$ cat config.mk
export PLATFORM = sky130hd
export DESIGN_NAME = link_err_status
export DESIGN_NICKNAME = d
export VERILOG_FILES = /design/src/rtl/link_err_pkg.sv /design/src/rtl/link_err_sync.sv /design/src/rtl/link_err_port.sv /design/src/rtl/link_err_status.sv
export SDC_FILE = /design/constraint.sdc
export NUM_CORES = 1
export LEC_CHECK = 0
export ABC_AREA = 1
export CAP_MARGIN = 30
export CORE_UTILIZATION = 30
export DETAILED_ROUTE_END_ITERATION = 8
export SYNTH_ARGS = -nofsm -noshare
export SYNTH_HDL_FRONTEND = slang
export SYNTH_SLANG_ARGS = --single-unit
$ cat constraint.sdc
create_clock -name clk -period 4.33 [get_ports clk]
set_input_delay 1.299 -clock clk [delete_from_list [all_inputs] [get_ports clk]]
set_output_delay 1.299 -clock clk [all_outputs]
set_load 0.01 [all_outputs]
$ cat src/rtl/link_err_pkg.sv
package link_err_pkg;

    localparam int unsigned STS_W  = 32;
    localparam int unsigned SLOT_W = 8;

    // status word bit positions
    localparam int unsigned B_RECOV = 1;
    localparam int unsigned B_INTEG = 8;
    localparam int unsigned B_NOSIG = 9;
    localparam int unsigned B_FRM   = 10;
    localparam int unsigned B_FIFO  = 11;
    localparam int unsigned B_CHG   = 16;

    // bits cleared by a 1 written to them
    localparam logic [STS_W-1:0] W1C_MASK  = STS_W'(32'h0001_0D02);
    // every bit that can ever read 1
    localparam logic [STS_W-1:0] IMPL_MASK = STS_W'(32'h0001_0F02);

    // positions inside one interrupt slot
    localparam int unsigned S_CHG   = 0;
    localparam int unsigned S_RECOV = 1;
    localparam int unsigned S_FIFO  = 2;
    localparam int unsigned S_FRM   = 4;
    localparam int unsigned S_INTEG = 5;
    localparam logic [SLOT_W-1:0] SLOT_MASK = SLOT_W'(8'h37);

    typedef struct packed {
        logic [STS_W-1:0] sts;
        logic             prev_rdy;
    } port_state_t;

endpackage

$ cat src/rtl/link_err_sync.sv
module link_err_sync #(
    parameter int unsigned W      = 4,
    parameter int unsigned STAGES = 2
) (
    input  logic         clk,
    input  logic         rst_n,
    input  logic [W-1:0] d_i,
    output logic [W-1:0] q_o
);

    logic [STAGES-1:0][W-1:0] chain_d, chain_q;

    always_comb begin
        chain_d = chain_q;
        chain_d[0] = d_i;
        for (int s = 1; s < int'(STAGES); s++) begin
            chain_d[s] = chain_q[s-1];
        end
    end

    always_ff @(posedge clk or negedge rst_n) begin
        if (!rst_n) chain_q <= '0;
        else        chain_q <= chain_d;
    end

    assign q_o = chain_q[STAGES-1];

endmodule

$ cat src/rtl/link_err_port.sv
module link_err_port
    import link_err_pkg::*;
(
    input  logic              clk,
    input  logic              rst_n,
    input  logic              rdy_s,
    input  logic              sdet_s,
    input  logic              fifo_err_i,
    input  logic              frm_err_i,
    input  logic              integ_err_i,
    input  logic [STS_W-1:0]  clr_i,
    output logic [STS_W-1:0]  sts_o,
    output logic [SLOT_W-1:0] slot_o
);

    port_state_t st_d, st_q;

    always_comb begin
        st_d = st_q;
        st_d.sts = st_q.sts & ~(clr_i & W1C_MASK);
        // events are applied after the clear so they win on a collision
        if (rdy_s != st_q.prev_rdy) st_d.sts[B_CHG]   = 1'b1;
        if (rdy_s && !st_q.prev_rdy) st_d.sts[B_RECOV] = 1'b1;
        if (fifo_err_i)  st_d.sts[B_FIFO]  = 1'b1;
        if (frm_err_i)   st_d.sts[B_FRM]   = 1'b1;
        if (integ_err_i) st_d.sts[B_INTEG] = 1'b1;
        st_d.sts[B_NOSIG] = !sdet_s;
        st_d.prev_rdy = rdy_s;
    end

    always_ff @(posedge clk or negedge rst_n) begin
        if (!rst_n) st_q <= '0;
        else        st_q <= st_d;
    end

    assign sts_o = st_q.sts;

    always_comb begin
        slot_o = '0;
        slot_o[S_CHG]   = st_q.sts[B_CHG];
        slot_o[S_RECOV] = st_q.sts[B_RECOV];
        slot_o[S_FIFO]  = st_q.sts[B_FIFO];
        slot_o[S_FRM]   = st_q.sts[B_FRM];
        slot_o[S_INTEG] = st_q.sts[B_INTEG];
    end

    // any change of the synchronized level marks the change bit
    a_r1_change_sets: assert property (@(posedge clk) disable iff (!rst_n)
        (rdy_s != st_q.prev_rdy) |=> st_q.sts[B_CHG]);

    // rising level marks the recovered bit
    a_r2_rise_sets: assert property (@(posedge clk) disable iff (!rst_n)
        (rdy_s && !st_q.prev_rdy) |=> st_q.sts[B_RECOV]);

    // a falling level never raises the recovered bit
    a_r2_fall_quiet: assert property (@(posedge clk) disable iff (!rst_n)
        (!rdy_s && !st_q.sts[B_RECOV]) |=> !st_q.sts[B_RECOV]);

    // event wins over a same-edge clear
    a_r7_event_wins: assert property (@(posedge clk) disable iff (!rst_n)
        (fifo_err_i && clr_i[B_FIFO]) |=> st_q.sts[B_FIFO]);

    // a clear with no event empties the bit
    a_r7_clear_works: assert property (@(posedge clk) disable iff (!rst_n)
        (clr_i[B_FRM] && !frm_err_i) |=> !st_q.sts[B_FRM]);

    // no-signal bit follows the synchronized level
    a_r6_nosig_level: assert property (@(posedge clk) disable iff (!rst_n)
        1'b1 |=> (st_q.sts[B_NOSIG] == !$past(sdet_s)));

    // reserved positions stay zero
    a_r8_reserved_zero: assert property (@(posedge clk) disable iff (!rst_n)
        (sts_o & ~IMPL_MASK) == '0);

endmodule

$ cat src/rtl/link_err_status.sv
module link_err_status
    import link_err_pkg::*;
#(
    parameter int unsigned NPORTS = 4
) (
    input  logic                                 clk,
    input  logic                                 rst_n,
    input  logic [NPORTS-1:0]                    phy_rdy_i,
    input  logic [NPORTS-1:0]                    sig_det_i,
    input  logic [NPORTS-1:0]                    fifo_err_i,
    input  logic [NPORTS-1:0]                    frm_err_i,
    input  logic [NPORTS-1:0]                    integ_err_i,
    input  logic                                 reg_we_i,
    input  logic [$clog2(NPORTS+2)-1:0]          reg_addr_i,
    input  logic [STS_W-1:0]                     reg_wdata_i,
    output logic [STS_W-1:0]                     reg_rdata_o,
    output logic                                 irq_o
);

    localparam int unsigned PEND_W    = SLOT_W * NPORTS;
    localparam int unsigned NREGS     = NPORTS + 2;
    localparam int unsigned ADDR_W    = $clog2(NREGS);
    localparam int unsigned ADDR_PEND = NPORTS;
    localparam int unsigned ADDR_EN   = NPORTS + 1;
    localparam logic [PEND_W-1:0] EN_VALID = {NPORTS{SLOT_MASK}};

    logic [NPORTS-1:0]             rdy_s, sdet_s;
    logic [NPORTS-1:0][STS_W-1:0]  sts;
    logic [PEND_W-1:0]             raw, pend;
    logic [PEND_W-1:0]             en_d, en_q;

    link_err_sync #(.W(NPORTS), .STAGES(2)) i_sync_rdy (
        .clk(clk), .rst_n(rst_n), .d_i(phy_rdy_i), .q_o(rdy_s));

    link_err_sync #(.W(NPORTS), .STAGES(2)) i_sync_sdet (
        .clk(clk), .rst_n(rst_n), .d_i(sig_det_i), .q_o(sdet_s));

    for (genvar p = 0; p < int'(NPORTS); p++) begin : g_port
        logic [STS_W-1:0] clr;
        assign clr = (reg_we_i && reg_addr_i == ADDR_W'(p)) ? reg_wdata_i : '0;

        link_err_port i_port (
            .clk         (clk),
            .rst_n       (rst_n),
            .rdy_s       (rdy_s[p]),
            .sdet_s      (sdet_s[p]),
            .fifo_err_i  (fifo_err_i[p]),
            .frm_err_i   (frm_err_i[p]),
            .integ_err_i (integ_err_i[p]),
            .clr_i       (clr),
            .sts_o       (sts[p]),
            .slot_o      (raw[p*SLOT_W +: SLOT_W])
        );
    end

    always_comb begin
        en_d = en_q;
        if (reg_we_i && reg_addr_i == ADDR_W'(ADDR_EN)) begin
            en_d = reg_wdata_i[PEND_W-1:0] & EN_VALID;
        end
    end

    always_ff @(posedge clk or negedge rst_n) begin
        if (!rst_n) en_q <= '0;
        else        en_q <= en_d;
    end

    assign pend  = raw & en_q;
    assign irq_o = |pend;

    always_comb begin
        reg_rdata_o = '0;
        for (int p = 0; p < int'(NPORTS); p++) begin
            if (reg_addr_i == ADDR_W'(p)) reg_rdata_o = sts[p];
        end
        if (reg_addr_i == ADDR_W'(ADDR_PEND)) reg_rdata_o = STS_W'(pend);
        if (reg_addr_i == ADDR_W'(ADDR_EN))   reg_rdata_o = STS_W'(en_q);
    end

    // nothing enabled means no request
    a_r10_irq_masked: assert property (@(posedge clk) disable iff (!rst_n)
        (en_q == '0) |-> !irq_o);

    // enable write keeps only mapped positions
    a_r11_enable_write: assert property (@(posedge clk) disable iff (!rst_n)
        (reg_we_i && reg_addr_i == ADDR_W'(ADDR_EN))
        |=> (en_q == ($past(reg_wdata_i[PEND_W-1:0]) & EN_VALID)));

    // pending never shows a disabled bit
    a_r9_pend_gated: assert property (@(posedge clk) disable iff (!rst_n)
        (pend & ~en_q) == '0);

endmodule

# [Word-level counts from Yosys, hierarchy flattened]
# Cells that the tools add are included.
[classes] addsub=0 multipliers=0 div=0 n_lt_le_gt_ge=0 n_eq_ne=9 n_shift=0 n_mux=30 bitwise=9 n_reduce_logical=19
[op_table] operator="32-bit 2-to-1 mux" n=6
[op_table] operator="32-bit bitwise AND" n=4
[op_table] operator="17-bit NOT with 32-bit output" n=4
[op_table] operator="17-bit 2-to-1 mux" n=4
[op_table] operator="32-bit OR reduction" n=1
[op_table] operator="30-bit bitwise AND" n=1
[op_table] operator="1-bit 2-to-1 mux" n=20
[op_table] operator="1-bit logical AND" n=9
[op_table] operator="1-bit logical NOT" n=8
[op_table] operator="3-bit by 2-bit equality test with 1-bit output, second input constant" n=2
[op_table] operator="3-bit equality test, second input constant" n=2
[op_table] operator="1-bit inequality test" n=4
[op_table] operator="3-bit by 1-bit equality test with 1-bit output, second input constant" n=1
[op_table] operator="3-bit logical NOT" n=1
[word_totals] ff_bits=168 latchBits=0 ram_bits=0 mem_bits_ro=0 input_bits=58 output_inout_bits=33 word_cells=80 n_memories=0

# [Longest topological paths before layout]
# Gate-level depths: netlist (run 1).
[depth] word_depth=7 mapped_depth=8

# [By module]
# A second synthesis (run 1) with hierarchy kept.
[unflattened] hier_cells=938 area_unflattened_um2=5693.0
[by_module_without_submodules] module="link_err_status" instances=1 cells_each=642 area_per_inst_um2=3010.4 seq_area_each_um2=500.5
[by_module_without_submodules] module="link_err_port" instances=4 cells_each=70 area_per_inst_um2=570.5 seq_area_each_um2=175.2
[by_module_without_submodules] module="link_err_sync" instances=2 cells_each=8 area_per_inst_um2=200.2 seq_area_each_um2=200.2

# [Least setup slack after synthesis (run 1)]
# Ideal clock, no wire load.
[synth_path] path_type="input to output" startpoint="input port reg_addr_i[1]" endpoint="output port reg_rdata_o[13]" arrival_ns=2.114 required_ns=3.031 setup_slack_ns=0.917 path_stages=6 path_cell_list="buf_6 -> inv_4 -> nand2_4 -> nor2_1 -> inv_1 -> o21ai_0"
[synth_between] elab_chain_len=7 word_cells_on_any_way=12
[synth_lines] element="start, declared" line="link_err_status.sv:14" text="input logic [$clog2(NPORTS+2)-1:0] reg_addr_i,"
[synth_lines] element="3-bit logical NOT" line="link_err_status.sv:74" text="if (reg_addr_i == ADDR_W'(p)) reg_rdata_o = sts[p];"
[synth_lines] element="32-bit 2-to-1 mux (4 in series)" line="link_err_status.sv:74"
[synth_lines] element="32-bit 2-to-1 mux" line="link_err_status.sv:76" text="if (reg_addr_i == ADDR_W'(ADDR_PEND)) reg_rdata_o = STS_W'(pend);"
[synth_lines] element="32-bit 2-to-1 mux *" line="link_err_status.sv:77" text="if (reg_addr_i == ADDR_W'(ADDR_EN)) reg_rdata_o = STS_W'(en_q);"
[synth_lines] element="end, declared" line="link_err_status.sv:16" text="output logic [STS_W-1:0] reg_rdata_o,"
# Every way passes the cells marked *; elsewhere a longest branch is shown, timed or not.

# [Worst setup path in the final report (run 1)]
[layout_path] startpoint="input port reg_addr_i[0]" endpoint="output port reg_rdata_o[2]"
# Same word-level chain as after synthesis.

==> impl_metrics.json, run 1 <==
{
  "power_leakage_nw": 2.00,
  "hpwlAfterDp_um": 5880,
  "fin_nets": 501,
  "clock-sinks": 64,
  "netlist_instances": 344,
  "final.setup.tns_ns": 0,
  "min_path_type": "flop to flop",
  "slew_viol_final": 0,
  "crit_required_ns": 3.03,
  "route.detailed.drc": 0,
  "gp_congestion": 0.937,
  "clockPowerShare_pct": 35.4,
  "internal_power_mw": 1.06,
  "avgSynthCellArea_sq_um": 8.59,
  "area_growth_pct": 38.6,
  "die_x_um": 101,
  "end_kind": "primary output",
  "cellPowerDensity_nw_per_um2": 351,
  "final_cell_mix": "nand2_1 (105), dfrtp_1 (64), clkdlybuf4s50_1 (53)",
  "wl_per_cell_um": 13.5,
  "maxCapViolations": 0,
  "vias": 2537,
  "seqPwrFrac_pct": 48.0,
  "ys_seq_elements": 64,
  "crit_top_cell": "clkdlybuf4s50_1",
  "status": "completed",
  "finalHoldWorstSlack_ns": 0.348,
  "fin_util_pct": 43.7,
  "crit_chain": "clkdlybuf4s50_1 > buf_6 > buf_4 > or2_2 > and3_1 > clkdlybuf4s50_1",
  "port_buffers": 68,
  "grt_max_degree": 31,
  "yosysWarningCount": 0,
  "yosysUniqueCellTypes": 27,
  "post-route-period-util_pct": 99.0,
  "worstSetupPathType": "primary input to primary output",
  "drt_iter0_drc": 149,
  "grtUsageTotal_pct": 16.4,
  "p_comb_share_pct": 16.7,
  "slowest_delay_ns": 0.47,
  "drive_gt1_share_pct": 12.7,
  "cts_max_path_buffers": 2,
  "ant_nets": 0,
  "clock_latency_ns": 0.34,
  "routed_wl_um": 7740,
  "stdcell_area_sq_um": 4100,
  "grt_pass1_vias": 2502,
  "avgViaCountPerCell": 4.44,
  "min_period_ns": 4.29,
  "cp_max_fo": 9,
  "firstDrtPassIters": 4,
  "die_h_um": 101,
  "place_area_sq_um": 3900,
  "fmax_mhz": 233,
  "tritoncts": "yes",
  "critPathLaunchType": "primary input",
  "min_path_cells": 0,
  "reg2reg_depth": 2,
  "regArea_sq_um": 1600,
  "antenna_found_initial": 0,
  "p_sw_share_pct": 26.5,
  "core_area_sq_um": 9370,
  "dpl.cell_count": 557,
  "finalNonFillerCells": 571,
  "setup_violations": 0,
  "critPathBufInv": 4,
  "cp.depth": 6,
  "worstMarginPinSlew_ns": 0.536,
  "overflow": 0,
  "clk_pin_slew_ns": 0.06,
  "critPathTopFamily": "buffers and inverters",
  "synth.yosys.seq_area_share_pct": 54.2,
  "antenna_cells": 0,
  "vdd_drop_max_mv": 0.196,
  "arrival_ns": 2.99,
  "hold_violations": 0,
  "worst_path_max_delay_cell": "clkdlybuf4s50_1",
  "final_common_cell": "nand2_1",
  "p_switching_mw": 0.381,
  "h-tree-depth": 3,
  "grt_pass1_wl_um": 12500,
  "fp-row-count": 35,
  "start_util_pct": 31.5,
  "numCtsBuffers": 9,
  "io_pins": 91,
  "rsz0062_at_grt": "no",
  "ctsHoldBuffers": 0,
  "nFillCells": 955,
  "worst_slew_margin_rel_pct": 64.3,
  "synth_area_sq_um": 2960,
  "cts-root-buf": "clkbuf_8",
  "dieArea_sq_um": 10300,
  "finClkSkew_ns": 0.00582,
  "multi_input_area_sq_um": 1100
}
-- per-stage QoR --
| stage | setup WS [ns] | power (mW) |
|---|---|---|
| 2_1_floorplan | 0.917 | 0.813 |
| 3_3_place_gp | -0.156 | 0.941 |
| 3_5_place_dp | -0.149 | 0.948 |
| 4_1_cts | 0.0188 | 1.46 |
| 5_1_grt | 0.00000600 | 1.52 |
| 6_report | 0.0427 | 1.44 |
-- cell usage after synthesis (all sizes together) --
cell type,n,area share (%)
or2,2,0.42
nand4,8,1.7
ha,4,1.7
a21oi,3,0.63
buf,21,5.4
o21ai,33,5.6
nand2,107,14
nor3,3,0.51
nand3,28,4.7
nor2,20,3.4
and3,4,0.85
inv,40,5.2
dfrtp,64,54
nand3b,1,0.25
o211ai,1,0.25
conb,1,0.13
o21bai,4,1.0
-- per-layer routing --
layer / GRT usage [%] / routed length [um]
met5: 0 / 0
met4: 6.02 / 70
met3: 4.21 / 553
met2: 25.9 / 3650
met1: 21.8 / 3460
-- power groups by stage --
stage / Sequential (mW) / Clock [mW] / Combinational, mW
final: 0.689 / 0.508 / 0.240
after global routing: 0.696 / 0.557 / 0.271
after CTS: 0.689 / 0.528 / 0.244
after detailed placement: 0.700 / 0 / 0.248
after global placement: 0.699 / 0 / 0.242
after floorplan: 0.687 / 0 / 0.127
-- repair_timing --
action                     CTS  global route
resized for setup           21             1
buffers inserted             0             0
setup endpoints to repair   18             3
-- cell families after synthesis --
kind of cell	Yosys count	share of synthesized area, %
AND/OR/NAND/NOR	173	26.0
flip-flops	64	54.2
buffers and inverters	61	10.5
adder cells (fa/ha/maj)	4	1.69
other	1	0.127
AO/OA/AOI/OAI	41	7.49
-- layout make-up --
cell class | count | share of cell area (%)
clock buffers | 11 | 3.69
clock inverters | 3 | 1.04
inverters | 40 | 3.79
multi-input cells | 229 | 26.8
flip-flops and latches | 64 | 39.1
well taps | 129 | 3.94
repair buffers | 95 | 21.7
-- final timing paths --
kind | start | end | slack, ns
min in group asynchronous | rst_n | g_port[1].i_port.sts_o[1] | 0.94
worst max register to register | i_sync_rdy.q_o[1] | g_port[1].i_port.sts_o[16] | 3.50
worst min register to register | i_sync_rdy.chain_d[6] | i_sync_rdy.q_o[2] | 0.35
worst min-delay path | i_sync_rdy.chain_d[6] | i_sync_rdy.q_o[2] | 0.35
max in group asynchronous | rst_n | en_q[2] | 2.68
worst max-delay path | reg_addr_i[0] | reg_rdata_o[2] | 0.04
-- flip-flops by register name (all words and copies together), names as in the netlist --
signal and flops:
i_sync_rdy.chain_d 4, i_sync_sdet.chain_d 4, i_sync_rdy.q_o 4, g_port.i_port.sts_o 24, en_q 20, i_sync_sdet.q_o 4
g_port.i_port.st_q 4
No activity file was read; power rests on OpenSTA's default activity.
==> run 2: changes to the inputs <==
--- a/config.mk
+++ b/config.mk
@@ -7,6 +7,7 @@
 export LEC_CHECK = 0
 export ABC_AREA = 1
 export CAP_MARGIN = 30
+export CORE_MARGIN = 2
 export CORE_UTILIZATION = 30
 export DETAILED_ROUTE_END_ITERATION = 8
 export SYNTH_ARGS = -nofsm -noshare
==> run 2 against run 1 <==
  * Via count decreased by 1.3%
  * Highest routed layer unchanged
  * Die area increased by 4.0%
  * Largest power group unchanged
  * Critical path depth increased by 1
  * Critical path type unchanged
==> impl_metrics.json, run 2 (synthesized netlist as in run 1, its figures left out) <==
{
  "r2r_end": "g_port[1].i_port.sts_o[16]",
  "die_h_um": 103,
  "vias": 2505,
  "grt_max_degree": 35,
  "end_kind": "primary output",
  "internal_power_mw": 1.04,
  "routed.top_layer": "met4",
  "cts_setup_buffers": 0,
  "power.total_mw": 1.45,
  "worstMarginPinSlew_ns": 0.750,
  "final_common_cell": "nand2_1",
  "clk_pin_slew_ns": 0.08,
  "grtUsageTotal_pct": 15.3,
  "clockPowerShare_pct": 35.9,
  "clock-sinks": 64,
  "min_from": "i_sync_rdy.chain_d[5]",
  "power_leakage_nw": 1.93,
  "p_switching_mw": 0.412,
  "drt_iter0_drc": 88,
  "overflow": 0,
  "largest_reg_flops": 24,
  "finClkSkew_ns": 0.00563,
  "fin_nets": 498,
  "route.met3.wl_um": 400,
  "cts-root-buf": "clkbuf_8",
  "hold_violations": 0,
  "postLayoutSetupSlackWorst_ns": 0.0748,
  "grt_pass1_wl_um": 12100,
  "route.met2.wl_um": 3620,
  "h-tree-depth": 3,
  "status": "completed",
  "routed_wl_um": 7590,
  "worst_slew_margin_rel_pct": 50.0,
  "cp_max_fo": 5,
  "p_comb_share_pct": 16.7,
  "cellPowerDensity_nw_per_um2": 357,
  "gp_congestion": 0.866,
  "tritoncts": "yes",
  "route.detailed.drc": 0,
  "place_area_sq_um": 3860,
  "clock_latency_ns": 0.34,
  "antenna_cells": 0,
  "critPathLaunchType": "primary input",
  "slowest_delay_ns": 0.52,
  "firstDrtPassIters": 4,
  "worst_path_max_delay_cell": "clkdlybuf4s50_1",
  "hpwlAfterDp_um": 5830,
  "area_growth_pct": 37.6,
  "grt_pass1_vias": 2462,
  "reg2reg_depth": 2,
  "antenna_found_initial": 0,
  "start_util_pct": 30.5,
  "reg2reg_slack_ns": 3.50,
  "fp-row-count": 36,
  "ctsHoldBuffers": 0,
  "numCtsBuffers": 9,
  "min_to": "i_sync_rdy.q_o[1]",
  "rr_startpoint": "i_sync_rdy.q_o[1]",
  "drt-met1-wl_um": 3460,
  "crit_required_ns": 3.03,
  "stdcell_area_sq_um": 4070,
  "setup_violations": 0,
  "worstSetupPathType": "primary input to primary output",
  "core_area_sq_um": 9680,
  "die_x_um": 103,
  "vdd_drop_max_mv": 0.173,
  "slew_viol_final": 0,
  "maxCapViolations": 0,
  "post-route-period-util_pct": 98.3,
  "wl_per_cell_um": 13.2,
  "min_path_type": "flop to flop",
  "pre_cts_slack_ns": -0.256,
  "crit_chain": "dlygate4sd2_1 > buf_4 > o21ai_0 > o21ai_0 > nor3_2 > buf_4 > clkdlybuf4s50_1",
  "arrival_ns": 2.96,
  "dieArea_sq_um": 10700,
  "min_path_cells": 0,
  "rsz0062_at_grt": "yes",
  "p_sw_share_pct": 28.4,
  "avgViaCountPerCell": 4.36,
  "final_cell_mix": "nand2_1 (105), dfrtp_1 (64), clkdlybuf4s50_1 (64)",
  "min_period_ns": 4.26,
  "fmax_mhz": 235,
  "ant_nets": 0,
  "io_pins": 91,
  "drive_gt1_share_pct": 12.2,
  "cts_max_path_buffers": 2,
  "seqPwrFrac_pct": 47.4,
  "port_buffers": 68
}
-- run 2: changes by cell type in the layout (fill, tap and decap cells not counted), moves of 2 or more --
cell and change:
clkinvlp_4 +2, clkdlybuf4s50_1 +11, o21ai_0 +2, o21ai_1 -2, dlygate4sd2_1 -11, inv_6 +2
buf_12 -2, clkbuf_8 -2
-- run 2: layout make-up --
class,instances,area (sq um)
inverters,40,153
multi-input cells,229,1090
repair buffers,92,856
well taps,133,166
clock buffers,9,124
clock inverters,7,78.8
flip-flops and latches,64,1600
fillers,971,5620
-- run 2: worst max-delay path by stage --
stage	startpoint	endpoint	slack [ns]	cells after the start
2_1_floorplan	reg_addr_i[1]	reg_rdata_o[13]	0.92	6
4_1_cts	reg_addr_i[2]	reg_rdata_o[8]	0.02	7
5_1_grt	reg_addr_i[2]	reg_rdata_o[8]	-0.006	7
3_5_place_dp	reg_addr_i[2]	reg_rdata_o[8]	-0.26	7
3_3_place_gp	reg_addr_i[2]	reg_rdata_o[8]	-0.28	7
6_report	reg_addr_i[2]	reg_rdata_o[8]	0.07	7
-- run 2: critical path: cells and delay by family --
| family | cells | cell delay, ns |
|---|---|---|
| and+or+nand+nor | 1 | 0.19 |
| AOI/OAI and AO/OA | 2 | 0.27 |
| buffers and inverters | 4 | 1.20 |
-- run 2: routing by layer --
layer,GRT usage (%),up-vias
met3,4.23,11
li1,-,1262
met1,19.8,1150
met4,3.74,0
met2,25.4,82
met5,0,-
-- run 2: stage by stage --
step	hold WS, ns	TNS (ns)	utilization (%)	std cells
after floorplan	0.331	0	-	354
after global placement	0.333	-1.78	39.8	558
after detailed placement	0.335	-1.74	39.8	558
after CTS	0.353	0	42.0	574
after global routing	0.352	-0.00573	42.0	574
final	0.348	0	42.0	574
-- run 2: timing repair --
item	CTS	global route
setup endpoints to repair	20	3
gates resized for setup	5	1
pin swaps	1	1
-- run 2: power by group through the flow --
stage	clock [mW]	sequential, mW	combinational (mW)
final	0.521	0.688	0.243
after floorplan	0	0.687	0.127
after CTS	0.536	0.687	0.246
after detailed placement	0	0.698	0.244
after global routing	0.561	0.695	0.272
after global placement	0	0.697	0.241
==> run 3: changes to the inputs <==
--- a/config.mk
+++ b/config.mk
@@ -10,6 +10,7 @@
 export CORE_MARGIN = 2
 export CORE_UTILIZATION = 30
 export DETAILED_ROUTE_END_ITERATION = 8
+export PLACE_DENSITY = 0.61
 export SYNTH_ARGS = -nofsm -noshare
 export SYNTH_HDL_FRONTEND = slang
 export SYNTH_SLANG_ARGS = --single-unit
==> constraint.sdc (replaced) <==
create_clock -name clk -period 4.33 [get_ports clk]
set_input_delay 1.299 -clock clk [delete_from_list [all_inputs] [get_ports clk]]
set_output_delay 1.299 -clock clk [all_outputs]
set_load 0.005 [all_outputs]
==> run 3 against run 2 <==
  * Fmax up 0.75%
  * Non-clock buffer count up 1
  * Wire length up 3.4%
  * Final area up 3.2%
  * Sequential cell count unchanged
  * Setup slack better by 0.032 ns
  * Via count up 1.3%
  * Utilization up 1.3 points
  * Combinational power down 2%
  * Power up 8.0%
  * Sequential share of layout area down 1.2 points
  * Critical endpoint is now reg_rdata_o[17]
  * Largest power group unchanged
==> impl_metrics.json, run 3 (synthesized netlist as in run 1, its figures left out) <==
{
  "antenna_cells": 0,
  "fmax_mhz": 237,
  "cp_max_fo": 7,
  "setup_violations": 0,
  "critPathLaunchType": "primary input",
  "core_area_sq_um": 9680,
  "drive_gt1_share_pct": 13.5,
  "pre_cts_slack_ns": -0.145,
  "firstDrtPassIters": 4,
  "port_buffers": 68,
  "start_util_pct": 30.5,
  "post-route-period-util_pct": 97.5,
  "vias": 2537,
  "cts-root-buf": "clkbuf_8",
  "cts_max_path_buffers": 2,
  "area_growth_pct": 42.0,
  "grtUsageTotal_pct": 15.4,
  "gp_congestion": 0.885,
  "die_x_um": 103,
  "crit_required_ns": 3.03,
  "route.detailed.drc": 0,
  "numCtsBuffers": 9,
  "antenna_found_initial": 0,
  "wl_per_cell_um": 13.6,
  "worstSetupPathType": "primary input to primary output",
  "postLayoutSetupSlackWorst_ns": 0.106,
  "hpwlAfterDp_um": 5920,
  "clock-sinks": 64,
  "drt_iter0_drc": 149,
  "hold_violations": 0,
  "worst_path_max_delay_cell": "clkdlybuf4s50_1",
  "fp-row-count": 36,
  "end_kind": "primary output",
  "critPathBufInv": 5,
  "io_pins": 91,
  "final_cell_mix": "nand2_1 (105), dfrtp_1 (64), clkdlybuf4s50_1 (58)",
  "slowest_delay_ns": 0.45,
  "worst_slew_margin_rel_pct": 46.7,
  "nFillCells": 952,
  "die_h_um": 103,
  "finClkSkew_ns": 0.00610,
  "rsz0062_at_grt": "no",
  "tritoncts": "yes",
  "final_common_cell": "nand2_1",
  "avgViaCountPerCell": 4.40,
  "h-tree-depth": 3,
  "worstMarginPinSlew_ns": 0.796,
  "finalHoldWorstSlack_ns": 0.350,
  "critPathTopFamily": "buffers and inverters",
  "status": "completed",
  "power_leakage_nw": 2.08,
  "ant_nets": 0,
  "slew_viol_final": 0,
  "routed_wl_um": 7850,
  "arrival_ns": 2.92,
  "vdd_drop_max_mv": 0.187,
  "min_period_ns": 4.22,
  "dieArea_sq_um": 10700,
  "grt_pass1_wl_um": 12400,
  "largest_reg_flops": 24,
  "grt_max_degree": 43,
  "clock_latency_ns": 0.34,
  "clk_pin_slew_ns": 0.07,
  "grt_pass1_vias": 2433,
  "fin_nets": 500,
  "min_path_type": "flop to flop",
  "crit_top_cell": "clkdlybuf4s50_1",
  "crit_chain": "clkdlybuf4s50_1 > buf_4 > inv_4 > nand2_8 > clkinvlp_4 > and3_1 > clkdlybuf4s50_1",
  "cellPowerDensity_nw_per_um2": 373,
  "overflow": 0,
  "maxCapViolations": 0
}
==> run 3: area by class of cell <==
class	instances	area [sq um]	area share [%]
clock buffers	9	124	2.95
clock inverters	7	125	2.98
inverters	40	161	3.85
multi-input cells	230	1120	26.8
flip-flops and latches	64	1600	38.2
well taps	133	166	3.96
repair buffers	93	896	21.3
==> run 3: repair_timing <==
item	CTS	global route
endpoints found under the setup margin	5	14
cloned	0	2
buffers inserted	0	3
gates resized for setup	6	20
pin swaps	1	1
hold buffers	0	0
==> run 3: metrics by stage <==
step                      power [mW]  area (sq um)  cells  TNS (ns)  util, %
after floorplan                0.805          2990    354         0        -
final                           1.57          4200    576         0     43.3
after global placement         0.930          3830    555    -0.210     39.6
after CTS                       1.58          4080    570   -0.0350     42.1
after global routing            1.65          4200    576         0     43.3
after detailed placement       0.934          3830    555    -0.206     39.6
==> run 3: layer usage <==
metal,up-vias,wire (um),global-route usage (%)
met5,-,0,0
met4,0,87,4.05
met3,9,506,3.43
met2,90,3810,25.1
met1,1174,3450,20.9
li1,1264,-,-
==> run 3: where the power goes <==
part	leakage (nW)	total, mW	switching, mW	internal [mW]
sequential	0.709	0.690	0.0403	0.649
clock	0.125	0.639	0.250	0.389
combinational	1.24	0.239	0.119	0.120
total	2.08	1.57	0.409	1.16
==> run 3: final timing paths <==
| path | cells after the start | endpoint | from | slack [ns] |
|---|---|---|---|---|
| max reg2reg | 2 | g_port[1].i_port.sts_o[16] | i_sync_rdy.q_o[1] | 3.50 |
| min reg2reg | 0 | i_sync_rdy.q_o[0] | i_sync_rdy.chain_d[4] | 0.35 |
| max | 7 | reg_rdata_o[17] | reg_addr_i[1] | 0.11 |
| max in group asynchronous | 3 | g_port[3].i_port.sts_o[9] | rst_n | 2.95 |
| min in group asynchronous | 1 | i_sync_rdy.chain_d[7] | rst_n | 0.74 |
| min | 0 | i_sync_rdy.q_o[0] | i_sync_rdy.chain_d[4] | 0.35 |
